===== config.mk =====
export PLATFORM = sky130hd
export DESIGN_NAME = radar_pulse_timer
export DESIGN_NICKNAME = d
export VERILOG_FILES = /design/src/rtl/rpt_pkg.sv /design/src/rtl/rpt_tick_div.sv /design/src/rtl/rpt_cfg_latch.sv /design/src/rtl/rpt_phase_fsm.sv /design/src/rtl/radar_pulse_timer.sv
export SDC_FILE = /design/constraint.sdc
export NUM_CORES = 1
export LEC_CHECK = 0
export BUFFER_PORTS_ARGS = -buffer_cell sky130_fd_sc_hd__buf_2
export CAP_MARGIN = 5
export CORE_MARGIN = 10
export CORE_UTILIZATION = 30
export DETAILED_ROUTE_END_ITERATION = 8
export SLEW_MARGIN = 20
export SYNTH_ARGS = -nofsm -noshare
export SYNTH_HDL_FRONTEND = slang
export SYNTH_SLANG_ARGS = --single-unit

===== constraint.sdc =====
create_clock -name clk -period 13.25 [get_ports clk]
set_input_delay 2.65 -clock clk [delete_from_list [all_inputs] [get_ports clk]]
set_output_delay 2.65 -clock clk [all_outputs]
set_load 0.05 [all_outputs]

===== src/rtl/rpt_pkg.sv =====
// Shared types for the pulsed radar timing controller.
// Assumes: phase encoding is internal and only decoded inside the top module.
package rpt_pkg;

    typedef enum logic [2:0] {
        ST_IDLE  = 3'd0,
        ST_LOAD  = 3'd1,
        ST_ARM   = 3'd2,
        ST_TX    = 3'd3,
        ST_GUARD = 3'd4,
        ST_WAIT  = 3'd5,
        ST_WIN   = 3'd6,
        ST_DONE  = 3'd7
    } rpt_state_e;

endpackage


===== src/rtl/rpt_tick_div.sv =====
// Microsecond tick prescaler: pulses `tick` for one clock every DIV clocks.
// Assumes: `clr` holds the count at zero, so the first tick after clr drops
// comes exactly DIV clocks later.
module rpt_tick_div #(
    parameter int DIV = 125
) (
    input  logic clk,
    input  logic rst_n,
    input  logic clr,
    output logic tick
);

    generate
        if (DIV <= 1) begin : g_passthru
            logic unused_ok;
            assign unused_ok = clk ^ rst_n;
            assign tick = ~clr;
        end else begin : g_count
            localparam int DW = $clog2(DIV);
            localparam logic [DW-1:0] LAST = DW'(DIV - 1);
            logic [DW-1:0] div_q;

            // Free count of clocks within one microsecond.
            always_ff @(posedge clk) begin
                if (!rst_n || clr) begin
                    div_q <= '0;
                end else if (div_q == LAST) begin
                    div_q <= '0;
                end else begin
                    div_q <= div_q + 1'b1;
                end
            end

            assign tick = (div_q == LAST) && !clr;
        end
    endgenerate

endmodule


===== src/rtl/rpt_cfg_latch.sv =====
// Setting sampler: on `load` it turns the raw settings into absolute phase
// boundaries (µs from period start) and holds them for the whole period.
// Assumes: TR_SPAN_US is larger than every pulse width value.
module rpt_cfg_latch #(
    parameter int TW         = 16,
    parameter int ARM_US     = 1,
    parameter int TR_SPAN_US = 150,
    parameter int PW0_US     = 20,
    parameter int PW1_US     = 60,
    parameter int PW2_US     = 80,
    parameter int PW3_US     = 100
) (
    input  logic          clk,
    input  logic          rst_n,
    input  logic          load,
    input  logic [TW-1:0] prt_us,
    input  logic [1:0]    pw_code,
    input  logic [TW-1:0] win_start_us,
    input  logic [TW-1:0] win_len_us,
    output logic [TW:0]   tx_end,
    output logic [TW:0]   win_beg,
    output logic [TW:0]   win_end,
    output logic [TW:0]   prt_end
);

    localparam int CW      = TW + 1;
    localparam int TR_END  = ARM_US + TR_SPAN_US;
    localparam logic [CW-1:0] TR_END_C  = CW'(TR_END);
    localparam logic [CW-1:0] PRT_MIN_C = CW'(TR_END + 1);

    logic [CW-1:0] pw_sel;
    logic [CW-1:0] prt_eff;
    logic [CW-1:0] ws_eff;
    logic [CW-1:0] wend_raw;
    logic [CW-1:0] wend_cap;
    logic [CW-1:0] wend_eff;

    // Width lookup for the 2-bit pulse width code.
    always_comb begin
        case (pw_code)
            2'b00:   pw_sel = CW'(PW0_US);
            2'b01:   pw_sel = CW'(PW1_US);
            2'b10:   pw_sel = CW'(PW2_US);
            default: pw_sel = CW'(PW3_US);
        endcase
    end

    // Clamp period and window into the legal frame.
    always_comb begin
        prt_eff  = ({1'b0, prt_us} < PRT_MIN_C) ? PRT_MIN_C : {1'b0, prt_us};
        ws_eff   = ({1'b0, win_start_us} < TR_END_C) ? TR_END_C : {1'b0, win_start_us};
        wend_raw = ws_eff + {1'b0, win_len_us};
        wend_cap = prt_eff - 1'b1;
        wend_eff = (wend_raw > wend_cap) ? wend_cap : wend_raw;
    end

    // Hold the boundaries for the period that starts with this load.
    always_ff @(posedge clk) begin
        if (!rst_n) begin
            tx_end  <= '0;
            win_beg <= '0;
            win_end <= '0;
            prt_end <= '0;
        end else if (load) begin
            tx_end  <= CW'(ARM_US) + pw_sel;
            win_beg <= ws_eff;
            win_end <= wend_eff;
            prt_end <= prt_eff;
        end
    end

endmodule


===== src/rtl/rpt_phase_fsm.sv =====
// Period sequencer: counts elapsed microseconds and steps through arm,
// transmit, guard, wait, window and dead phases; restarts or idles at PRT end.
// Assumes: boundaries ordered ARM_US < tx_end < TR_END <= win_beg, and
// win_end < prt_end, as produced by rpt_cfg_latch.
module rpt_phase_fsm
    import rpt_pkg::*;
#(
    parameter int TW         = 16,
    parameter int ARM_US     = 1,
    parameter int TR_SPAN_US = 150
) (
    input  logic          clk,
    input  logic          rst_n,
    input  logic          run_en,
    input  logic          tick,
    input  logic [TW:0]   tx_end,
    input  logic [TW:0]   win_beg,
    input  logic [TW:0]   win_end,
    input  logic [TW:0]   prt_end,
    output rpt_state_e    state_q,
    output logic          cfg_load,
    output logic          tick_clr
);

    localparam int CW = TW + 1;
    localparam logic [CW-1:0] ARM_C    = CW'(ARM_US);
    localparam logic [CW-1:0] TR_END_C = CW'(ARM_US + TR_SPAN_US);

    rpt_state_e    state_d;
    rpt_state_e    phase_at_next;
    logic [CW-1:0] us_q;
    logic [CW-1:0] us_next;
    logic [CW-1:0] us_d;
    logic          running;
    logic          wrap;

    assign running  = (state_q != ST_IDLE) && (state_q != ST_LOAD);
    assign us_next  = us_q + 1'b1;
    assign wrap     = running && tick && (us_next >= prt_end);
    assign cfg_load = (state_q == ST_LOAD) || (wrap && run_en);
    assign tick_clr = !running;

    // Phase that owns the microsecond about to begin.
    always_comb begin
        if (us_next >= win_end) begin
            phase_at_next = ST_DONE;
        end else if (us_next >= win_beg) begin
            phase_at_next = ST_WIN;
        end else if (us_next >= TR_END_C) begin
            phase_at_next = ST_WAIT;
        end else if (us_next >= tx_end) begin
            phase_at_next = ST_GUARD;
        end else if (us_next >= ARM_C) begin
            phase_at_next = ST_TX;
        end else begin
            phase_at_next = ST_ARM;
        end
    end

    // Next phase and elapsed-time selection.
    always_comb begin
        state_d = state_q;
        us_d    = us_q;
        case (state_q)
            ST_IDLE: begin
                us_d = '0;
                if (run_en) state_d = ST_LOAD;
            end
            ST_LOAD: begin
                us_d    = '0;
                state_d = ST_ARM;
            end
            default: begin
                if (wrap) begin
                    us_d    = '0;
                    state_d = run_en ? ST_ARM : ST_IDLE;
                end else if (tick) begin
                    us_d    = us_next;
                    state_d = phase_at_next;
                end
            end
        endcase
    end

    // Phase and elapsed-time registers.
    always_ff @(posedge clk) begin
        if (!rst_n) begin
            state_q <= ST_IDLE;
            us_q    <= '0;
        end else begin
            state_q <= state_d;
            us_q    <= us_d;
        end
    end

endmodule


===== src/rtl/radar_pulse_timer.sv =====
// Pulsed radar timing controller top: prescaler, per-period setting latch and
// phase sequencer; outputs are decoded from the registered phase.
// Assumes: synchronous active-low reset; settings may change at any time.
module radar_pulse_timer
    import rpt_pkg::*;
#(
    parameter int TICK_DIV   = 125,
    parameter int TW         = 16,
    parameter int ARM_US     = 1,
    parameter int TR_SPAN_US = 150,
    parameter int PW0_US     = 20,
    parameter int PW1_US     = 60,
    parameter int PW2_US     = 80,
    parameter int PW3_US     = 100
) (
    input  logic          clk,
    input  logic          rst_n,
    input  logic          run_en,
    input  logic [TW-1:0] cfg_prt_us,
    input  logic [1:0]    cfg_pw_code,
    input  logic [TW-1:0] cfg_win_start_us,
    input  logic [TW-1:0] cfg_win_len_us,
    output logic          tr_gate,
    output logic          tx_pulse,
    output logic          beam_en,
    output logic          rx_window
);

    rpt_state_e  state_q;
    logic        tick;
    logic        tick_clr;
    logic        cfg_load;
    logic [TW:0] tx_end;
    logic [TW:0] win_beg;
    logic [TW:0] win_end;
    logic [TW:0] prt_end;

    rpt_tick_div #(.DIV(TICK_DIV)) u_tick (
        .clk   (clk),
        .rst_n (rst_n),
        .clr   (tick_clr),
        .tick  (tick)
    );

    rpt_cfg_latch #(
        .TW(TW), .ARM_US(ARM_US), .TR_SPAN_US(TR_SPAN_US),
        .PW0_US(PW0_US), .PW1_US(PW1_US), .PW2_US(PW2_US), .PW3_US(PW3_US)
    ) u_cfg (
        .clk          (clk),
        .rst_n        (rst_n),
        .load         (cfg_load),
        .prt_us       (cfg_prt_us),
        .pw_code      (cfg_pw_code),
        .win_start_us (cfg_win_start_us),
        .win_len_us   (cfg_win_len_us),
        .tx_end       (tx_end),
        .win_beg      (win_beg),
        .win_end      (win_end),
        .prt_end      (prt_end)
    );

    rpt_phase_fsm #(.TW(TW), .ARM_US(ARM_US), .TR_SPAN_US(TR_SPAN_US)) u_fsm (
        .clk      (clk),
        .rst_n    (rst_n),
        .run_en   (run_en),
        .tick     (tick),
        .tx_end   (tx_end),
        .win_beg  (win_beg),
        .win_end  (win_end),
        .prt_end  (prt_end),
        .state_q  (state_q),
        .cfg_load (cfg_load),
        .tick_clr (tick_clr)
    );

    // Output decode from the registered phase.
    always_comb begin
        tr_gate   = (state_q == ST_ARM) || (state_q == ST_TX) || (state_q == ST_GUARD);
        tx_pulse  = (state_q == ST_TX);
        beam_en   = (state_q == ST_ARM);
        rx_window = (state_q == ST_WIN);
    end

endmodule


==> impl_metrics.json <==
{
  "drive_gt1_share_pct": 11.05,
  "cts_hold_buffers": 0,
  "die_height_um": 170.4,
  "ant_nets": 0,
  "worstPathArrival_ns": 7.74,
  "pin_count": 57,
  "critPathLaunchType": "input pin",
  "drv_cap": 0,
  "timing.hold.ws_ns": 0.4437,
  "cpPeakStageDelay_ns": 0.58,
  "syn_nets": 1032,
  "cpMostUsedCell": "a21oi_1",
  "hp-class": "flip-flop to flip-flop",
  "fin_crit_ns": 7.448,
  "timing.final.ws_setup_ns": 5.802,
  "insertedDiodeCount": 0,
  "place_congestion": 0.9005,
  "fin_crit_sh_pct": 56.21,
  "cp_num_buf_inv": 2,
  "crit_fanout": 10,
  "root_buffer": "clkbuf_16",
  "power.density_nw_per_um2": 92.57,
  "vdd_drop_max_mv": 0.06425,
  "synth_commonest_cells": "nand2_1 (110), ha_1 (94), dfxtp_1 (82)",
  "synth_edf_count": 0,
  "post-dp-hpwl_um": 14860,
  "htreeDepth": 3,
  "cp-end-kind": "flip-flop",
  "fillCellCount": 2353,
  "cts.clk_slew.worst_paths_ns": 0.06,
  "core_um2": 22030,
  "report.power.total_uw": 698.5,
  "crit_chain": "buf_2, a31o_2, a211o_1, a21oi_1, nor2_1, inv_1, ha_1, a21o_1, a21oi_1, o21ai_0, a21oi_1, o21ai_0, mux2i_1, or2_2, ha_1, nand4_1, or4_1, nand2_1, o21bai_1, nand2_2, nor3_1, a221o_1",
  "antenna_found_initial": 0,
  "clk-insertion-delay-late_ns": 0.35,
  "dieWidth_um": 170.4,
  "vias": 6180,
  "synthArstFlopShare_pct": 0,
  "synth_area_leaders": "dfxtp_1 (24%), ha_1 (17%), nand2_1 (6.1%)",
  "status": "completed",
  "synthToLayoutAreaGrowth_pct": 11.23,
  "rsz0062_at_grt": "false",
  "grt_pass1_vias": 6073,
  "cts_resized": 0,
  "wirelength_um": 18940,
  "cp-startpoint": "cfg_win_start_us[1]",
  "grt_usage_pct": 13.29,
  "grt_pass1_wl_um": 31060,
  "postCtsSetupBuffers": 0,
  "numCtsBuffers": 9,
  "synth_top_area_share_pct": 24.20,
  "initial_core_util_pct": 30.80,
  "num-nets-final": 1066,
  "setup_viol": 0,
  "worst-setup-path-type": "input pin to flip-flop",
  "ys_types": 71,
  "drv_slew": 0,
  "wl_per_cell_um": 15.74,
  "slew_headroom_pct": 32.08,
  "r2r_start": "u_fsm.us_q[0]$_SDFFE_PP0P_",
  "post-place-ws_ns": 5.448,
  "worst_clock_skew_ns": 0.008364,
  "ys_warn_count": 0,
  "synth_top_cell_by_area": "dfxtp_1",
  "num_rows": 54,
  "overflow": 0,
  "die-area_um2": 29030,
  "drtPass1Iterations": 5,
  "cp.required_ns": 13.54,
  "synth.avg_cell_area_um2": 7.674,
  "slowest_stage": "or4_1",
  "drtIter0Drc": 425,
  "drc": 0,
  "worstMarginPinSlew_ns": 1.019,
  "fmax_mhz": 134.3,
  "vias_per_cell": 5.137,
  "synthCells": 884,
  "setup_tns_ns": 0,
  "io_buffers": 56,
  "yosysMostFrequentCell": "nand2_1",
  "grt_max_degree": 58,
  "ys_seq_area_share_pct": 24.20,
  "cts_buffer_depth": 2,
  "synth_seq_cells": 82,
  "clkSinkCount": 82,
  "cts_tree": "built",
  "syn-cell-area_um2": 6784,
  "p_leak_nw": 3.117,
  "cp_top_family": "compound AO/OA/AOI/OAI gates",
  "synth_flop_cell": "dfxtp_1",
  "finalHoldViolations": 0,
  "fin_util_pct": 34.26,
  "hold_start": "u_fsm.us_q[16]$_SDFFE_PP0P_"
}
-- stage by stage --
step | cells | area, µm²
after floorplan | 884 | 6784
after global placement | 1187 | 7253
after CTS | 1203 | 7546
final | 1203 | 7546
after detailed placement | 1187 | 7253
after global routing | 1203 | 7546
-- cells in the final DEF, fill, tap and decap left out, types with 30 or more instances in the layout --
master   count
nand2_1    110
ha_1        94
dfxtp_1     82
inv_1       78
a21oi_1     78
nor2_1      73
buf_2       56
xnor2_1     35
o21ai_0     31
nand3_1     30
-- registers in the layout, indices dropped and copies added, names as in the netlist --
name,cells
u_cfg.prt_end,16
u_cfg.tx_end,6
u_cfg.win_beg,16
u_cfg.win_end,17
u_fsm.state_q,3
u_fsm.us_q,17
u_tick.g_count.div_q,7
-- where the power goes --
group          internal [mW]  switching, mW  total, mW
clock                  0.142          0.106      0.248
combinational         0.0730          0.112      0.185
sequential             0.259        0.00606      0.265
total                  0.475          0.224      0.699
-- metal layers --
metal  track usage, %  part of all wire [%]  up-vias
met5                0                     0        -
met4            5.454                   2.5        0
met3            1.666                   3.8       38
met2            22.53                    47      141
met1            16.66                    47     2837
li1                 -                     -     3164
-- tightest hold or removal path: cells and delay by family (launching register included) --
family	cells	cell delay (ns)
buffers and inverters	1	0.05
AND/OR/NAND/NOR	1	0.03
flip-flops	1	0.32
-- path summary, 6_finish.rpt --
path | slack, ns | end | cells past startpoint
worst max-delay path | 5.80 | u_cfg.win_end[14]$_SDFFE_PN0P_ | 22
worst min-delay path | 0.44 | u_fsm.us_q[16]$_SDFFE_PP0P_ | 2
worst max register to register | 8.22 | u_cfg.win_end[14]$_SDFFE_PN0P_ | 13
worst min register to register | 0.44 | u_fsm.us_q[16]$_SDFFE_PP0P_ | 2
-- final cells by class --
class / count / area, µm² / share of cell area, %
Multi-Input combinational cell: 687 / 4662 / 61.78
Clock buffer: 13 / 270.3 / 3.581
Tap cell: 280 / 350.3 / 4.643
Clock inverter: 3 / 22.52 / 0.2985
Timing Repair Buffer: 59 / 302.8 / 4.013
Inverter: 79 / 296.5 / 3.930
Sequential cell: 82 / 1642 / 21.75
-- cell families (layout without fill, tap and decap cells) --
group,Yosys count,after routing,share of synthesized area [%]
buffers and inverters,115,154,7.082
and+or+nand+nor,323,323,23.66
muxes,5,5,0.7746
adders and majority gates,95,95,17.63
other,1,1,0.05528
AOI/OAI and AO/OA,208,208,19.49
xor gates and xnor gates,55,55,7.101
DFF,82,82,24.20
Power figures use the tool's default switching activity.
